**config.mk**
```make
export PLATFORM = sky130hd
export DESIGN_NAME = regI2cMaster
export DESIGN_NICKNAME = d
export VERILOG_FILES = /design/src/rtl/i2cMstPkg.sv /design/src/rtl/i2cMstBitEng.sv /design/src/rtl/i2cMstCtl.sv /design/src/rtl/regI2cMaster.sv
export SDC_FILE = /design/constraint.sdc
export NUM_CORES = 1
export LEC_CHECK = 0
export BUFFER_PORTS_ARGS = -buffer_cell sky130_fd_sc_hd__buf_4
export CAP_MARGIN = 20
export CORE_MARGIN = 4
export CORE_UTILIZATION = 60
export DETAILED_ROUTE_END_ITERATION = 16
export GPL_TIMING_DRIVEN = 0
export PLACE_DENSITY = 0.79
export SLEW_MARGIN = 20
export SYNTH_ARGS = -nofsm -noshare
export SYNTH_HDL_FRONTEND = slang
export SYNTH_SLANG_ARGS = --single-unit
```
**constraint.sdc**
```tcl
create_clock -name clk -period 3.2 [get_ports clk]
set_clock_uncertainty 0.2 [all_clocks]
set_input_delay 0.32 -clock clk [delete_from_list [all_inputs] [get_ports clk]]
set_output_delay 0.32 -clock clk [all_outputs]
set_load 0.01 [all_outputs]
```
**src/rtl/i2cMstPkg.sv**
```systemverilog
package i2cMstPkg;
  localparam int OFF_OWN = 'h00;
  localparam int OFF_DIV = 'h04;
  localparam int OFF_CTL = 'h08;
  localparam int OFF_STS = 'h0C;
  localparam int OFF_DAT = 'h10;
  localparam int OFF_FLT = 'h14;

  localparam int C_EN   = 7;
  localparam int C_IEN  = 6;
  localparam int C_MSTA = 5;
  localparam int C_MTX  = 4;
  localparam int C_TXAK = 3;
  localparam int C_RSTA = 2;

  localparam int S_MCF  = 7;
  localparam int S_MBB  = 5;
  localparam int S_MIF  = 1;
  localparam int S_RXAK = 0;

  localparam logic [7:0] OWN_MASK = 8'hFE;
  localparam logic [7:0] CTL_MASK = 8'hFC;
  localparam logic [7:0] STS_MASK = 8'hED;
  localparam logic [7:0] STS_RST  = 8'h81;
  localparam logic [7:0] NO_CYCLE = 8'hFF;

  typedef enum logic [1:0] {K_ADDR, K_TX, K_RX} byteKind_t;
  typedef enum logic [1:0] {E_IDLE, E_START, E_BITS, E_STOP} engState_t;

  typedef struct packed {
    logic start;
    logic byteGo;
    logic stop;
    logic rxMode;
    logic nackBit;
    logic abort;
  } i2cCmd_t;
endpackage

```
**src/rtl/i2cMstBitEng.sv**
```systemverilog
module i2cMstBitEng
  import i2cMstPkg::*;
#(
  parameter int DIV_W = 6
) (
  input  logic             clk,
  input  logic             rstN,
  input  i2cCmd_t          cmd,
  input  logic [7:0]       txByte,
  input  logic [DIV_W-1:0] divVal,
  input  logic             sdaIn,
  output logic             sclLowEn,
  output logic             sdaLowEn,
  output logic             busy,
  output logic             done,
  output logic             ackIn,
  output logic [7:0]       rxByte
);
  localparam int LAST_BIT = 8;

  engState_t        st;
  logic [DIV_W-1:0] qCnt;
  logic [1:0]       ph;
  logic [3:0]       bitIdx;
  logic [7:0]       sh;
  logic             sampBit, rxMode, nackBit, owned;
  logic             tick;

  assign tick   = (qCnt == divVal);
  assign busy   = (st != E_IDLE);
  assign rxByte = sh;

  always_ff @(posedge clk) begin
    if (!rstN) begin
      st <= E_IDLE; qCnt <= '0; ph <= '0; bitIdx <= '0; sh <= '0;
      sampBit <= 1'b1; rxMode <= 1'b0; nackBit <= 1'b0; owned <= 1'b0;
      done <= 1'b0; ackIn <= 1'b1;
    end else begin
      done <= 1'b0;
      if (cmd.abort) begin
        st <= E_IDLE;
        owned <= 1'b0;
      end else if (st == E_IDLE) begin
        if (cmd.byteGo || cmd.stop) begin
          qCnt    <= '0;
          ph      <= '0;
          bitIdx  <= '0;
          sh      <= cmd.rxMode ? 8'hFF : txByte;
          rxMode  <= cmd.rxMode;
          nackBit <= cmd.nackBit;
          st      <= cmd.stop ? E_STOP : (cmd.start ? E_START : E_BITS);
        end
      end else begin
        qCnt <= tick ? '0 : qCnt + 1'b1;
        if (tick) begin
          ph <= ph + 2'd1;
          if (st == E_BITS && ph == 2'd2) begin
            if (bitIdx < 4'(LAST_BIT)) sampBit <= sdaIn;
            else                       ackIn   <= sdaIn;
          end
          if (ph == 2'd3) begin
            case (st)
              E_START: begin
                st    <= E_BITS;
                owned <= 1'b1;
              end
              E_BITS: begin
                if (bitIdx == 4'(LAST_BIT)) begin
                  st    <= E_IDLE;
                  done  <= 1'b1;
                  owned <= 1'b1;
                end else begin
                  sh     <= {sh[6:0], sampBit};
                  bitIdx <= bitIdx + 4'd1;
                end
              end
              E_STOP: begin
                st    <= E_IDLE;
                owned <= 1'b0;
              end
              default: st <= E_IDLE;
            endcase
          end
        end
      end
    end
  end

  // Line drive per state and quarter phase (1 = pull low)
  always_comb begin
    sclLowEn = 1'b0;
    sdaLowEn = 1'b0;
    case (st)
      E_IDLE:  sclLowEn = owned;
      E_START: begin
        sclLowEn = (ph == 2'd0) || (ph == 2'd3);
        sdaLowEn = (ph == 2'd2) || (ph == 2'd3);
      end
      E_BITS: begin
        sclLowEn = (ph == 2'd0) || (ph == 2'd3);
        if (bitIdx < 4'(LAST_BIT)) sdaLowEn = !rxMode && !sh[7];
        else                       sdaLowEn = rxMode && !nackBit;
      end
      E_STOP: begin
        sclLowEn = (ph == 2'd0);
        sdaLowEn = (ph == 2'd0) || (ph == 2'd1);
      end
      default: ;
    endcase
  end

  // the controller never requests a new operation while one runs
  a_r10_cmd_only_idle: assert property (@(posedge clk) disable iff (!rstN)
    (st != E_IDLE) |-> !(cmd.byteGo || cmd.stop));

  // abort leaves the engine idle with SCL released
  a_r3_abort_idle: assert property (@(posedge clk) disable iff (!rstN)
    cmd.abort |=> (st == E_IDLE) && !sclLowEn && !sdaLowEn);

  // SDA is steady while SCL is high during a bit
  a_r5_sda_steady_high: assert property (@(posedge clk) disable iff (!rstN)
    (st == E_BITS && $past(st) == E_BITS && ph == 2'd2 && $past(ph) == 2'd2)
      |-> $stable(sdaLowEn));
endmodule

```
**src/rtl/i2cMstCtl.sv**
```systemverilog
module i2cMstCtl
  import i2cMstPkg::*;
#(
  parameter int ADDR_W = 5,
  parameter int DIV_W  = 6
) (
  input  logic              clk,
  input  logic              rstN,
  input  logic [ADDR_W-1:0] regAddr,
  input  logic              regWr,
  input  logic              regRd,
  input  logic [7:0]        regWdata,
  output logic [7:0]        regRdata,
  output logic              busy,
  output logic              irq,
  output i2cCmd_t           cmd,
  output logic [7:0]        txByte,
  output logic [DIV_W-1:0]  divVal,
  input  logic              engBusy,
  input  logic              engDone,
  input  logic              engAckIn,
  input  logic [7:0]        engRxByte
);
  localparam logic [7:0] DIV_MASK = 8'((1 << DIV_W) - 1);

  logic [7:0] ownAdr, divReg, ctlReg, stsReg, datReg, fltReg, cycAdr;
  logic       stopPend;
  byteKind_t  byteKind;

  logic selOwn, selDiv, selCtl, selSts, selDat, selFlt;
  logic ctlWr, softRst, datWr, datRd, openXfer;
  logic [7:0] ctlNew, stsNext;
  logic masterNew, dropMaster, rstaKill, cmdValid;

  assign selOwn = (regAddr == ADDR_W'(OFF_OWN));
  assign selDiv = (regAddr == ADDR_W'(OFF_DIV));
  assign selCtl = (regAddr == ADDR_W'(OFF_CTL));
  assign selSts = (regAddr == ADDR_W'(OFF_STS));
  assign selDat = (regAddr == ADDR_W'(OFF_DAT));
  assign selFlt = (regAddr == ADDR_W'(OFF_FLT));

  assign cmdValid = |cmd;
  assign busy     = engBusy || engDone || stopPend || cmdValid;
  assign openXfer = (cycAdr != NO_CYCLE);

  assign ctlWr      = regWr && selCtl;
  assign softRst    = ctlWr && ctlReg[C_EN] && !regWdata[C_EN];
  assign ctlNew     = regWdata & CTL_MASK;
  assign masterNew  = ctlNew[C_MSTA];
  assign dropMaster = ctlWr && !softRst && !masterNew && openXfer;
  assign rstaKill   = ctlWr && !softRst && masterNew && ctlNew[C_RSTA] && openXfer;
  assign datWr      = regWr && selDat && ctlReg[C_EN] && !busy;
  assign datRd      = regRd && selDat && ctlReg[C_MSTA] && !ctlReg[C_MTX] && !busy;

  assign txByte = datReg;
  assign divVal = divReg[DIV_W-1:0];
  assign irq    = ctlReg[C_EN] && ctlReg[C_IEN] && stsReg[S_MIF];

  // Status merge: host write first, completion flags on top
  always_comb begin
    stsNext = stsReg;
    if (ctlWr && !softRst) stsNext[S_MBB] = masterNew;
    if (regWr && selSts)   stsNext = regWdata & STS_MASK;
    if (engDone) begin
      if (byteKind == K_RX || !engAckIn) begin
        stsNext[S_MCF] = 1'b1;
        stsNext[S_MIF] = 1'b1;
        if (byteKind != K_RX) stsNext[S_RXAK] = 1'b0;
      end else begin
        stsNext[S_RXAK] = 1'b1;
      end
    end
  end

  always_ff @(posedge clk) begin
    if (!rstN) begin
      ownAdr <= '0; divReg <= '0; ctlReg <= '0; stsReg <= STS_RST;
      datReg <= '0; fltReg <= '0; cycAdr <= NO_CYCLE; stopPend <= 1'b0;
      byteKind <= K_ADDR; cmd <= '0;
    end else if (softRst) begin
      divReg <= '0; ctlReg <= '0; stsReg <= STS_RST; datReg <= '0;
      fltReg <= '0; cycAdr <= NO_CYCLE; stopPend <= 1'b0;
      cmd <= '0;
      cmd.abort <= 1'b1;
    end else begin
      cmd <= '0;
      stsReg <= stsNext;
      if (regWr && selOwn) ownAdr <= regWdata & OWN_MASK;
      if (regWr && selDiv) divReg <= regWdata & DIV_MASK;
      if (regWr && selFlt) fltReg <= regWdata;
      if (ctlWr) begin
        ctlReg <= ctlNew;
        if (rstaKill) ctlReg[C_RSTA] <= 1'b0;
        if (dropMaster || rstaKill) cycAdr <= NO_CYCLE;
      end
      if (stopPend && !engBusy && !engDone && !cmdValid) begin
        cmd.stop <= 1'b1;
        stopPend <= 1'b0;
      end
      if (dropMaster) stopPend <= 1'b1;
      if (datWr) begin
        datReg <= regWdata;
        if (ctlReg[C_MSTA]) begin
          cmd.byteGo <= 1'b1;
          cmd.start  <= !openXfer;
          byteKind   <= openXfer ? K_TX : K_ADDR;
        end
      end
      if (datRd) begin
        cmd.byteGo  <= 1'b1;
        cmd.rxMode  <= 1'b1;
        cmd.nackBit <= ctlReg[C_TXAK];
        byteKind    <= K_RX;
      end
      if (engDone) begin
        case (byteKind)
          K_ADDR: if (!engAckIn) cycAdr <= datReg;
          K_TX: if (engAckIn) begin
            stopPend <= 1'b1;
            cycAdr   <= NO_CYCLE;
          end
          default: datReg <= engRxByte;
        endcase
      end
    end
  end

  always_comb begin
    regRdata = '0;
    if (selOwn) regRdata = ownAdr;
    if (selDiv) regRdata = divReg;
    if (selCtl) regRdata = ctlReg;
    if (selSts) regRdata = stsReg;
    if (selDat) regRdata = datReg;
    if (selFlt) regRdata = fltReg;
  end

  // any status write without a coinciding completion clears pending
  a_r9_sts_wr_clears_mif: assert property (@(posedge clk) disable iff (!rstN)
    (regWr && selSts && !engDone) |=> !stsReg[S_MIF]);

  // storing the master bit raises bus busy
  a_r4_master_sets_bb: assert property (@(posedge clk) disable iff (!rstN)
    (ctlWr && !softRst && regWdata[C_MSTA]) |=> stsReg[S_MBB]);

  // repeated start on an open cycle self-clears and resets the cycle
  a_r8_rsta_selfclear: assert property (@(posedge clk) disable iff (!rstN)
    (rstaKill && !engDone) |=> !ctlReg[C_RSTA] && (cycAdr == NO_CYCLE));

  // an address NACK flags received NACK and leaves the cycle fresh
  a_r6_addr_nack: assert property (@(posedge clk) disable iff (!rstN)
    (engDone && byteKind == K_ADDR && engAckIn && !softRst)
      |=> stsReg[S_RXAK] && (cycAdr == NO_CYCLE));
endmodule

```
**src/rtl/regI2cMaster.sv**
```systemverilog
module regI2cMaster
  import i2cMstPkg::*;
#(
  parameter int ADDR_W = 5,
  parameter int DIV_W  = 6
) (
  input  logic              clk,
  input  logic              rstN,
  input  logic [ADDR_W-1:0] regAddr,
  input  logic              regWr,
  input  logic              regRd,
  input  logic [7:0]        regWdata,
  output logic [7:0]        regRdata,
  output logic              busy,
  output logic              irq,
  output logic              sclLowEn,
  output logic              sdaLowEn,
  input  logic              sdaIn
);
  i2cCmd_t          cmd;
  logic [7:0]       txByte, rxByte;
  logic [DIV_W-1:0] divVal;
  logic             engBusy, engDone, engAckIn;

  i2cMstCtl #(.ADDR_W(ADDR_W), .DIV_W(DIV_W)) u_ctl (
    .clk(clk), .rstN(rstN), .regAddr(regAddr), .regWr(regWr), .regRd(regRd),
    .regWdata(regWdata), .regRdata(regRdata), .busy(busy), .irq(irq),
    .cmd(cmd), .txByte(txByte), .divVal(divVal), .engBusy(engBusy),
    .engDone(engDone), .engAckIn(engAckIn), .engRxByte(rxByte)
  );

  i2cMstBitEng #(.DIV_W(DIV_W)) u_eng (
    .clk(clk), .rstN(rstN), .cmd(cmd), .txByte(txByte), .divVal(divVal),
    .sdaIn(sdaIn), .sclLowEn(sclLowEn), .sdaLowEn(sdaLowEn), .busy(engBusy),
    .done(engDone), .ackIn(engAckIn), .rxByte(rxByte)
  );
endmodule

```
# ---- After elaboration in Yosys (flattened, before gate mapping)
# Cells that the tools add are included.
dict set report totals {
  regBits 87
  out_inout_bits 12
  elab_cells 216
}
dict set report op_classes {
  n_addsub 3
  order_cmp 1
  eq_ne 21
  muxes 72
  n_bitwise 11
  n_reduce_logical 80
}
# operator n
set ops {}
lappend ops {{8-bit 2-to-1 mux} 22}
lappend ops {{2-bit 2-to-1 mux} 15}
lappend ops {{1-bit logical AND} 28}
lappend ops {{4-bit 2-to-1 mux} 6}
lappend ops {{1-bit 2-to-1 mux} 21}
lappend ops {{6-bit 2-to-1 mux} 3}
lappend ops {{8-bit one-hot mux with 2 select lines} 1}
lappend ops {{5-bit AND reduction} 3}
lappend ops {{2-bit nonzero test} 7}
lappend ops {{1-bit logical NOT} 13}
lappend ops {{6-bit OR reduction} 2}
lappend ops {{1-bit NOT} 11}
lappend ops {{2-bit equality test, second input constant} 5}
lappend ops {{5-bit by 4-bit equality test with 1-bit output, second input constant} 2}
lappend ops {{5-bit equality test, second input constant} 2}
lappend ops {{1-bit logical OR} 9}
lappend ops {{1-bit one-hot mux with 3 select lines} 3}
lappend ops {{3-bit AND reduction} 3}
lappend ops {{8-bit inequality test, second input constant} 1}
lappend ops {{2-bit OR reduction} 4}
lappend ops {{6-bit by 1-bit adder with 6-bit output, second input constant} 1}
lappend ops {{2-bit by 1-bit equality test with 1-bit output, second input constant} 3}
lappend ops {{6-bit equality test} 1}
lappend ops {{2-bit logical NOT} 3}
lappend ops {{other kinds (16)} 19}

# ---- Logic depth before layout (Yosys ltp)
dict set report logic_depth {
  ltp_word 15
  depth_mapped 8
}

# ---- Modules after synthesis
# A second synthesis with hierarchy kept.
dict set report unflattened {
  hier_cells 599
  hier_area_um2 4974.8
}
# mod n_inst cells_each area_per_inst_um2 seq_area_each_um2
set by_module_without_submodules {}
lappend by_module_without_submodules {i2cMstCtl 1 362 2980.4 1181.1}
lappend by_module_without_submodules {i2cMstBitEng 1 237 1994.4 560.5}

# ---- Least setup slack after synthesis
# OpenSTA, ideal clock, no wires.
dict set report synth_timing {
  path_kind {reg-to-reg}
  start {register u_eng.st[0]}
  end {register u_ctl.byteKind[0]}
  arrival_ns 1.971
  t_required_ns 2.885
  path_slack_ns 0.913
  path_stages_with_launch 8
  path_buffers 0
  path_cell_list {dfxtp_1 > inv_1 > ha_1 > or3b_2 > or3_1 > nor3_2 > nand4b_1 > and3_1}
}
dict set report synth_via {
  elab_chain_len 8
  elab_cells_between_ends 11
}
# item line
set synth_lines {}
lappend synth_lines {{from (decl)} i2cMstBitEng.sv:21} ;# engState_t st;
lappend synth_lines {{from (signal assigned)} i2cMstBitEng.sv:51} ;# st <= cmd.stop ? E_STOP : (cmd.start ? E_START : E_BITS);
lappend synth_lines {{2-bit nonzero test (*)} i2cMstBitEng.sv:30} ;# assign busy = (st != E_IDLE);
lappend synth_lines {{1-bit logical OR (*) (3 in series)} i2cMstCtl.sv:43} ;# assign busy = engBusy || engDone || stopPend || cmdValid;
lappend synth_lines {{1-bit logical NOT (*)} {i2cMstCtl.sv:52, i2cMstCtl.sv:53}}
lappend synth_lines {{1-bit logical AND, on equally long branches} {i2cMstCtl.sv:53, i2cMstCtl.sv:52}}
lappend synth_lines {{2-bit nonzero test (no source line)} n/a}
lappend synth_lines {{3-bit AND reduction (no source line)} n/a}
lappend synth_lines {{to (signal assigned)} i2cMstCtl.sv:106} ;# byteKind <= openXfer ? K_TX : K_ADDR;
lappend synth_lines {{to (decl)} i2cMstCtl.sv:28} ;# byteKind_t byteKind;
# Every way passes the cells marked *; elsewhere a longest branch is shown, timed or not.
# A chain may end at the register's enable or synchronous reset.

# ---- Worst setup path after layout
dict set report layout_timing {
  start {register u_eng.st[0]}
  end {output busy}
}
dict set report layout_via {
  elab_chain_len 4
}
# item line
set layout_lines {}
lappend layout_lines {{2-bit nonzero test} i2cMstBitEng.sv:30}
lappend layout_lines {{1-bit logical OR (3 in series)} i2cMstCtl.sv:43}
lappend layout_lines {{to (decl)} regI2cMaster.sv:14} ;# output logic busy,
# No other way between the ends.

==> results.toml <==
[clock_network]
cts_resized = 0
clockBufferDepth = 2
cts_root_buffer = "clkbuf_8"
cts_tree = "yes"
clock-sinks = 87
cts_buffers = 9
insertion_delay_ns = 0.37
cts_max_level = 3
path_clk_slew_ns = 0.09

[floorplan]
num_rows = 30
initial_utilization = 0.630
fp.dieW_um = 93.1
die_h_um = 93.1
core_mm2 = 0.00691
io_pins = 30
die_area_mm2 = 0.00868

[place]
io_buffer_count = 27
place_congestion = 0.966
post_dp_cell_area_mm2 = 0.00467
hpwl_um = 8700
place_ws_ns = 0.632

[final_layout]
syn2layout_area_growth_pct = 12.1
stdcell_area_mm2 = 0.00488
drive_above_1_share = 0.110
nets = 581
insertedDiodeCount = 0

[sta]
max_freq_ghz = 0.350
fin_crit_sh = 0.893
worst_pin_slew_ns = 0.703
slew_violations = 0
finalSetupViolCount = 0
hold_viol = 0
rsz0062_at_grt = "no"
slew_headroom = 0.528
layout_min_cycle_time_ns = 2.86
setup_ws_ns = 0.341
tns_ns = 0

[worst_setup_path]
cp-end-kind = "output pin"
required_ns = 2.68
crit_type = "reg2out"
start_kind = "flop"
cp.arrival_ns = 2.34
cp_max_fo = 4

[yosys]
synth_top_area_share = 0.400
synthCells = 512
syn-num-nets = 542
async_flop_share = 0
synth_area_leaders = "dfxtp_1 (40%), mux2i_1 (8.7%), nand2_1 (4.3%)"
synth_area_mm2 = 0.00435
ys.flop_type = "dfxtp_1"
ys_seq_area_frac = 0.400
synth_most_common_cell = "dfxtp_1"
synth_edf_count = 0
synth_commonest_cells = "dfxtp_1 (87), nand2_1 (50), nor2_1 (50), mux2i_1 (38), a21oi_1 (32)"
syn_area_per_cell_um2 = 8.49
synth-seq-cells = 87
yosysTopAreaCell = "dfxtp_1"
yosysUniqueCellTypes = 55
yosys_warnings = 0

[routing]
dr.max_layer_used = "met4"
met2_length_um = 5450
drt_iter0_drc = 296
wire_per_inst_um = 17.8
drt-met1-wl_um = 4960
drt_first_pass_iters = 5
avgViaCountPerCell = 6.13
vias = 3998
ant_nets = 0
drc = 0
wl_met3_um = 781
routed_wl_um = 11600

[job]
drv_cap = 0

[power]
sw_frac_of_total = 0.249
seqPwrFrac = 0.550
irDropWorstVdd_uv = 352
clkPwrFrac = 0.397
pwr-share-comb = 0.052
power.density_mw_per_mm2 = 405
power.switching_mw = 0.492
leakage_nw = 2.08
p_int_mw = 1.48

[grt]
gr-total-overflow = 0
grt_pass1_vias = 3838
antenna_found_initial = 0
grt_max_degree = 16
grt_usage = 0.277
grt_pass1_wl_um = 18900

[min_path]
min_path_type = "in2reg"

[status]
outcome = "complete, no violations"
-- what timing repair did --
item,in CTS,in global routing
endpoints found under the hold margin,2,0
hold buffers,1,0
buffers inserted,0,0
-- critical path, stage by stage, from the launching register on --
cell      delay, ns
dfxtp_1        0.35
inv_1          0.11
ha_1           0.24
or3b_2         0.49
or3_1          0.45
nand2b_1       0.19
buf_4          0.15
-- power by group through the flow --
stage | Sequential [mW] | Combinational (mW) | Clock, mW
after detailed placement | 1.11 | 0.100 | 0
final | 1.09 | 0.103 | 0.784
after global placement | 1.11 | 0.0991 | 0
after CTS | 1.09 | 0.102 | 0.787
after global routing | 1.09 | 0.110 | 0.833
after floorplan | 1.11 | 0.0514 | 0
-- worst paths after layout --
| path | slack, ns | cells after the start | end | start |
|---|---|---|---|---|
| max reg2reg | 0.59 | 8 | u_eng.rxByte[4] | u_eng.st[0] |
| max | 0.34 | 6 | busy | u_eng.st[0] |
| min reg2reg | 0.26 | 2 | u_ctl.fltReg[5] | u_ctl.fltReg[5] |
| min | 0.04 | 3 | u_ctl.ownAdr[6] | regWdata[6] |
-- final cells by class --
| cell class | instances | area, um2 |
|---|---|---|
| Multi-Input combinational cell | 376 | 2420 |
| Fill cell | 588 | 2030 |
| Sequential cell | 87 | 1740 |
| Timing Repair Buffer | 28 | 213 |
| Clock buffer | 9 | 124 |
| Tap cell | 96 | 120 |
| Buffer | 28 | 108 |
| Inverter | 21 | 78.8 |
| Clock inverter | 7 | 70.1 |
-- stage by stage --
stage               cells  utilization  total power [mW]  hold WS, ns
floorplan             512            -              1.16        0.226
global placement      635        0.676              1.21        0.242
detailed placement    635        0.676              1.21        0.248
CTS                   652        0.706              1.98       0.0386
global route          652        0.706              2.03       0.0335
finish                652        0.706              1.97       0.0397
-- placed cells by master (no fill, tap or decap), types with 12 or more instances in the layout --
cell type	instances
dfxtp_1	87
nand2_1	50
nor2_1	50
mux2i_1	38
a21oi_1	32
o21ai_0	30
buf_4	27
clkbuf_1	23
inv_1	20
nand3_1	19
or3_1	14
ha_1	12
-- metal layers --
metal | global-route usage | vias to the layer above
met3 | 0.0644 | 35
met2 | 0.455 | 180
met4 | 0.111 | 0
met5 | 0 | -
met1 | 0.351 | 1869
li1 | - | 1914
-- cells by family after synthesis --
| kind of cell | synth area share |
|---|---|
| xor gates and xnor gates | 0.0161 |
| buffers and inverters | 0.0429 |
| AOI/OAI and AO/OA | 0.156 |
| muxes | 0.103 |
| and+or+nand+nor | 0.247 |
| adders and majority gates | 0.0345 |
| DFF | 0.400 |
-- registers in the layout, summed over array words and instances, names as in the netlist, 7 cells and up --
register and flops:
u_ctl.cycAdr 8, u_ctl.txByte 8, u_ctl.ownAdr 7, u_eng.rxByte 8
u_ctl.fltReg 8, u_ctl.stsReg 7
(Power assumes the default switching activity.)
